<file path="src/rtl/bsn_pkg.sv">
package bsn_pkg;

  function automatic int rank_total(input int n);
    return n * (n + 1) / 2;
  endfunction

  // Merge level (log2 of block size) served by rank r.
  function automatic int level_of(input int r, input int n);
    int base;
    base = 0;
    for (int k = 1; k <= n; k++) begin
      if (r < base + k) return k;
      base += k;
    end
    return n;
  endfunction

  // log2 of the compare span of rank r; equals level_of(r) on the mirror rank.
  function automatic int span_of(input int r, input int n);
    int base;
    base = 0;
    for (int k = 1; k <= n; k++) begin
      if (r < base + k) return k - (r - base);
      base += k;
    end
    return 1;
  endfunction

endpackage

</file>
<file path="src/rtl/bsn_cas.sv">
module bsn_cas #(
  parameter int WORD_W = 8
) (
  input  logic [WORD_W-1:0] a,
  input  logic [WORD_W-1:0] b,
  output logic [WORD_W-1:0] lo,
  output logic [WORD_W-1:0] hi
);
  logic swap;
  assign swap = a > b;
  assign lo   = swap ? b : a;
  assign hi   = swap ? a : b;
endmodule

</file>
<file path="src/rtl/bsn_rank.sv">
module bsn_rank #(
  parameter int LOG_WORDS = 3,
  parameter int WORD_W    = 8,
  parameter int LEVEL     = 1,
  parameter int SPAN      = 1
) (
  input  logic [(1<<LOG_WORDS)*WORD_W-1:0] d_i,
  output logic [(1<<LOG_WORDS)*WORD_W-1:0] d_o
);
  localparam int PAIRS = (1 << LOG_WORDS) / 2;
  localparam int DIST  = 1 << (SPAN - 1);
  localparam bit MIRROR = (SPAN == LEVEL);

  for (genvar p = 0; p < PAIRS; p++) begin : g_pair
    localparam int BASE = (p / DIST) * (2 * DIST);
    localparam int OFS  = p % DIST;
    localparam int LO   = BASE + OFS;
    localparam int HI   = MIRROR ? (BASE + 2 * DIST - 1 - OFS) : (LO + DIST);
    bsn_cas #(.WORD_W(WORD_W)) u_cas (
      .a  (d_i[LO*WORD_W +: WORD_W]),
      .b  (d_i[HI*WORD_W +: WORD_W]),
      .lo (d_o[LO*WORD_W +: WORD_W]),
      .hi (d_o[HI*WORD_W +: WORD_W])
    );
  end
endmodule

</file>
<file path="src/rtl/bitonic_sorter.sv">
module bitonic_sorter #(
  parameter int LOG_WORDS = 3,
  parameter int WORD_W    = 8,
  parameter bit PIPELINED = 1'b1
) (
  input  logic                                clk,
  input  logic                                rst,
  input  logic                                in_valid,
  output logic                                in_ready,
  input  logic [(1<<LOG_WORDS)*WORD_W-1:0]    in_data,
  output logic                                out_valid,
  input  logic                                out_ready,
  output logic [(1<<LOG_WORDS)*WORD_W-1:0]    out_data
);
  import bsn_pkg::*;

  localparam int WORDS = 1 << LOG_WORDS;
  localparam int FLAT  = WORDS * WORD_W;
  localparam int RANKS = rank_total(LOG_WORDS);

  logic adv;
  assign adv = !out_valid || out_ready;

  for (genvar r = 0; r < RANKS; r++) begin : g_rank
    logic [FLAT-1:0] d_in, nx, q;
    logic            v_in, qv;

    if (r == 0) begin : g_head
      assign d_in = in_data;
      assign v_in = in_valid;
    end else begin : g_link
      assign d_in = g_rank[r-1].q;
      assign v_in = g_rank[r-1].qv;
    end

    bsn_rank #(
      .LOG_WORDS (LOG_WORDS),
      .WORD_W    (WORD_W),
      .LEVEL     (level_of(r, LOG_WORDS)),
      .SPAN      (span_of(r, LOG_WORDS))
    ) u_rank (
      .d_i (d_in),
      .d_o (nx)
    );

    if (PIPELINED) begin : g_reg
      always_ff @(posedge clk) begin
        if (rst)      qv <= 1'b0;
        else if (adv) qv <= v_in;
      end
      always_ff @(posedge clk) begin
        if (adv) q <= nx;
      end
    end else begin : g_wire
      assign q  = nx;
      assign qv = v_in;
    end
  end

  assign out_data  = g_rank[RANKS-1].q;
  assign out_valid = g_rank[RANKS-1].qv;

  if (PIPELINED) begin : g_rdy_pipe
    assign in_ready = adv;

    // a stalled output keeps its group
    p_hold_r4: assert property (@(posedge clk) disable iff (rst)
      out_valid && !out_ready |=> out_valid && $stable(out_data));

    // an empty output slot always accepts
    p_empty_ready_r4: assert property (@(posedge clk) disable iff (rst)
      !out_valid |-> in_ready);

    // reset empties the output
    p_reset_r5: assert property (@(posedge clk)
      rst |=> !out_valid);
  end else begin : g_rdy_comb
    assign in_ready = out_ready;
  end

  // presented groups are ascending
  for (genvar w = 1; w < WORDS; w++) begin : g_ord
    p_sorted_r1: assert property (@(posedge clk) disable iff (rst)
      out_valid |-> out_data[w*WORD_W +: WORD_W] >= out_data[(w-1)*WORD_W +: WORD_W]);
  end

endmodule

</file>
<file path="config.mk">
export PLATFORM = sky130hd
export DESIGN_NAME = bitonic_sorter
export DESIGN_NICKNAME = d
export VERILOG_FILES = /design/src/rtl/bsn_pkg.sv /design/src/rtl/bsn_cas.sv /design/src/rtl/bsn_rank.sv /design/src/rtl/bitonic_sorter.sv
export SDC_FILE = /design/constraint.sdc
export NUM_CORES = 1
export LEC_CHECK = 0
export BUFFER_PORTS_ARGS = -buffer_cell sky130_fd_sc_hd__buf_4
export CORE_ASPECT_RATIO = 1.25
export CORE_UTILIZATION = 35
export CTS_CLUSTER_SIZE = 14
export DETAILED_ROUTE_END_ITERATION = 10
export PLACE_DENSITY = 0.47
export SYNTH_ARGS = -nofsm -noshare
export SYNTH_HDL_FRONTEND = slang
export SYNTH_SLANG_ARGS = --single-unit
</file>
<file path="constraint.sdc">
create_clock -name clk -period 22.8 [get_ports clk]
set_input_delay 2.28 -clock clk [delete_from_list [all_inputs] [get_ports clk]]
set_output_delay 2.28 -clock clk [all_outputs]
set_load 0.01 [all_outputs]
</file>
**Yosys cells after proc, flatten, opt, wreduce, memory -nomap -nowiden**

Index checks and enable logic that the tools add are counted.
Widths: inputs -> output; s select.

- Flip-flop bits (word level): 390
- Latch bits: 0
- Bits in writable memories: 0
- Bits in read-only memories: 0
- Output and inout bits: 66
- Word-level logic and storage cells: 86
- Memories: 0

- $add $sub $neg: 0
- $mul: 0
- Divide/modulo/power cells: 0
- $lt $le $gt $ge: 24
- Eq/ne operators: 0
- Shift operators: 0
- Muxes and demuxes: 48
- Bitwise operators: 0
- Reduce and logical (&&, ||, !) cells: 2

Operators by type and width:

| kind | count |
|---|---|
| $mux 8 | 48 |
| $gt 8x8->1 | 24 |
| $logic_not 1->1 | 1 |
| $logic_or 1x1->1 | 1 |

**Depth between registers and ports, before layout**

- Word-level depth: 2
- Gate-level depth with buffers: 9

**Modules after synthesis**

A second synthesis with hierarchy kept.

- Cells, all modules: 1,462
- Area, all modules: 23,223.5 µm²

By module, submodules not included:

| module | times used | cells an instance | area each (µm²) |
|---|---|---|---|
| bitonic_sorter | 1 | 406 | 11,782.6 |
| bsn_cas | 24 | 44 | 476.7 |

**Worst setup path after synthesis**

OpenSTA, ideal clock, no wires.

- Path type: in2out
- Start: input port out_ready
- End: output port in_ready
- Arrival time: 13,052 ps
- Data required time: 20,520 ps
- Setup slack: 7,468 ps
- Stages: 2
- Buffers on the path: 1
- Cell sequence: nand2b_1 > clkbuf_1

- Word-level cells in the longest chain between the ends: 1

Ends and longest elaborated chain:

| element | line | RTL |
|---|---|---|
| start: declaration | bitonic_sorter.sv:12 | `input logic out_ready,` |
| $logic_or 1x1->1 | bitonic_sorter.sv:22 | `assign adv = !out_valid \|\| out_ready;` |
| end: declaration | bitonic_sorter.sv:9 | `output logic in_ready,` |

No other way between the ends.

**Worst setup path after layout**

Ends and elaborated chain as after synthesis.

==> out/qor.csv <==
metric,value,unit
grt-ovfl-total,0,
ir_drop,0.0000652,V
crit_path_end_kind,primary output,
min_period_over_period,22.4,%
ys_seq_area_share,46.3,%
yosysWarnings,0,
cts_tree,done,
clk_path_buf_depth,3,
antenna_left,0,
drt_iter0_drc,925,
worstPathMaxFanout,4,
layout-drive-gt1-share,21.5,%
place_hpwl,44.9,mm
fin_setup_tns,0,ps
fmax,0.195,GHz
clock_skew,22.0,ps
critPathLaunchType,primary input,
fin_area,28300,µm²
num_rows,109,
cts-resized-gates,0,
antenna_found_initial,0,
die_area,73000,µm²
setup_viol,0,
status,"finished, final reports clean",
power_density,171,nW/µm²
postCtsSetupBuffers,0,
crit_type,in2out,
worstPathArrival,2840,ps
cts.sinks,390,
ys_types,43,
hold_class,reg2reg,
max-cap-violations,0,
worstMarginPinSlew,1200,ps
clk_pin_slew_worst_paths,50,ps
io_pins,134,
port_buffers,133,
wl,59.3,mm
route.detailed.drc,0,
cts_buffers,44,
grt_setup_unrepaired,false,
final_net_count,2589,
grt_max_degree,177,
viasPerCell,5.34,
required,20520,ps
place_congestion,0.835,
insertion_delay,570,ps
relSlewSlack,20.3,%
holdBufCountCts,0,
area_growth_syn_to_layout,12.4,%
die_width,242,µm
placed_area,26800,µm²
drv_slew,0,
synth_nets,2499,
grt_pass1_wl,94.3,mm
cts-root-buf,clkbuf_16,
cts_max_level,2,
first_global_vias,16953,
synth_area,25200,µm²
wl_per_cell,17.9,µm
vias,17643,
grt_usage,16.1,%
die_height,302,µm
hold_violations,0,
initial_core_util,35.5,%
core-area,70900,µm²
syn_avg_cell_area,11.2,µm²
drt_first_pass_iters,5,
period_needed,5120,ps
syn_inst,2239,
leakage,11.7,nW
fin_hold_ws,453,ps
synth-seq-cells,390,
[per-layer routing]
metal / vias up / share of wire [%] / wire length [µm] / track usage, %
met5: - / 0 / 0 / 0
met4: 0 / 2.4 / 1420 / 4.64
met3: 72 / 2.9 / 1740 / 2.08
met2: 297 / 54 / 31900 / 31.0
met1: 8496 / 41 / 24300 / 18.5
li1: 8778 / - / - / -
[registers in the layout, indices dropped and copies added (netlist names)]
name       count
g_rank.q     320
g_rank.qv      5
out_valid      1
out_data      64
[report_power, final]
| part | total (mW) | switching (mW) | internal, mW |
|---|---|---|---|
| Clock | 0.757 | 0.289 | 0.468 |
| Sequential | 1.66 | 0.332 | 1.33 |
| Combinational | 2.41 | 1.24 | 1.17 |
| Total | 4.82 | 1.86 | 2.97 |
[layout make-up]
cell class / instances / area (µm²)
well taps: 943 / 1180
multi-input cells: 1542 / 12000
clock buffers: 52 / 1170
fillers: 6770 / 42600
diodes: 1 / 2.50
inverters: 204 / 766
clock inverters: 26 / 362
flip-flops and latches: 390 / 11700
repair buffers: 147 / 1120
[final timing paths]
kind                           to  slack [ps]  depth (start not counted)       startpoint
setup reg to reg  g_rank[2].q[48]       19820                          5  g_rank[1].q[53]
setup / recovery         in_ready       17680                          3        out_ready
hold / removal          out_valid         450                          2     g_rank[4].qv
hold reg to reg         out_valid         450                          2     g_rank[4].qv
[cells in the mapped netlist]
cell | number | area share, %
and4_1 | 22 | 0.77
edfxtp_1 | 384 | 46
nand3_1 | 176 | 3.5
mux2_1 | 18 | 0.80
a21oi_2 | 2 | 0.070
nor2_2 | 2 | 0.050
ha_1 | 192 | 9.5
nand2b_4 | 11 | 0.60
a211oi_2 | 2 | 0.099
o21ai_1 | 121 | 2.4
o211ai_2 | 12 | 0.60
or2_1 | 1 | 0.025
nand2_1 | 242 | 3.6
dfxtp_1 | 6 | 0.48
buf_6 | 33 | 1.5
nand2b_1 | 1 | 0.025
a211oi_1 | 28 | 0.83
mux2_4 | 20 | 1.2
o21ai_4 | 1 | 0.065
inv_1 | 204 | 3.0
buf_12 | 2 | 0.16
o21ai_0 | 107 | 2.1
buf_2 | 44 | 0.87
a221o_1 | 176 | 7.0
mux2i_1 | 4 | 0.16
a21oi_1 | 80 | 1.6
a21oi_4 | 1 | 0.065
nor2_1 | 45 | 0.67
o31ai_4 | 2 | 0.17
a21boi_2 | 11 | 0.49
o221a_2 | 20 | 0.89
nand4_1 | 15 | 0.37
o211ai_4 | 1 | 0.084
clkbuf_1 | 23 | 0.34
nor2b_1 | 10 | 0.25
nor3b_2 | 11 | 0.55
o21ai_2 | 32 | 1.1
mux2_2 | 142 | 6.4
buf_4 | 1 | 0.030
or2_2 | 12 | 0.30
o221a_1 | 8 | 0.36
nor2b_4 | 3 | 0.16
nand4_4 | 11 | 0.93
[stage by stage]
step,total power [mW],util [%],instances,setup slack [ps]
2_1_floorplan,3.45,-,2239,7470
3_3_place_gp,4.04,37.7,3226,17650
3_5_place_dp,4.11,37.7,3226,17660
4_1_cts,4.90,39.9,3304,17650
5_1_grt,5.18,39.9,3304,17670
6_report,4.82,39.9,3305,17680
[worst max-delay path, stage by stage]
cell      delay (ps)
buf_4            110
nand2b_4         230
buf_4            200
[cells in the final DEF, fill, tap and decap left out, drive strengths merged]
master | Yosys | final
diode | 0 | 1
clkinv | 0 | 16
nand2b | 12 | 12
a21boi | 11 | 11
a221o | 176 | 176
inv | 204 | 204
nand3 | 176 | 176
bufinv | 0 | 9
nand4 | 26 | 26
a21oi | 83 | 83
o221a | 28 | 28
and4 | 22 | 22
ha | 192 | 192
nand2 | 242 | 242
mux2i | 4 | 4
o21ai | 261 | 261
or2 | 13 | 13
nor2b | 13 | 13
o211ai | 13 | 13
dfxtp | 6 | 6
edfxtp | 384 | 384
a211oi | 30 | 30
clkbuf | 23 | 52
clkinvlp | 0 | 1
mux2 | 180 | 180
o31ai | 2 | 2
buf | 80 | 147
nor2 | 47 | 47
nor3b | 11 | 11
[logic make-up after synthesis]
group / after synthesis / share of synthesized area (%)
AOI/OAI and AO/OA: 604 / 18.0
and+or+nand+nor: 562 / 11.8
DFF: 390 / 46.3
buffers and inverters: 307 / 5.92
adders and majority gates: 192 / 9.54
muxes: 184 / 8.51
No activity file was read; power rests on OpenSTA's default activity.
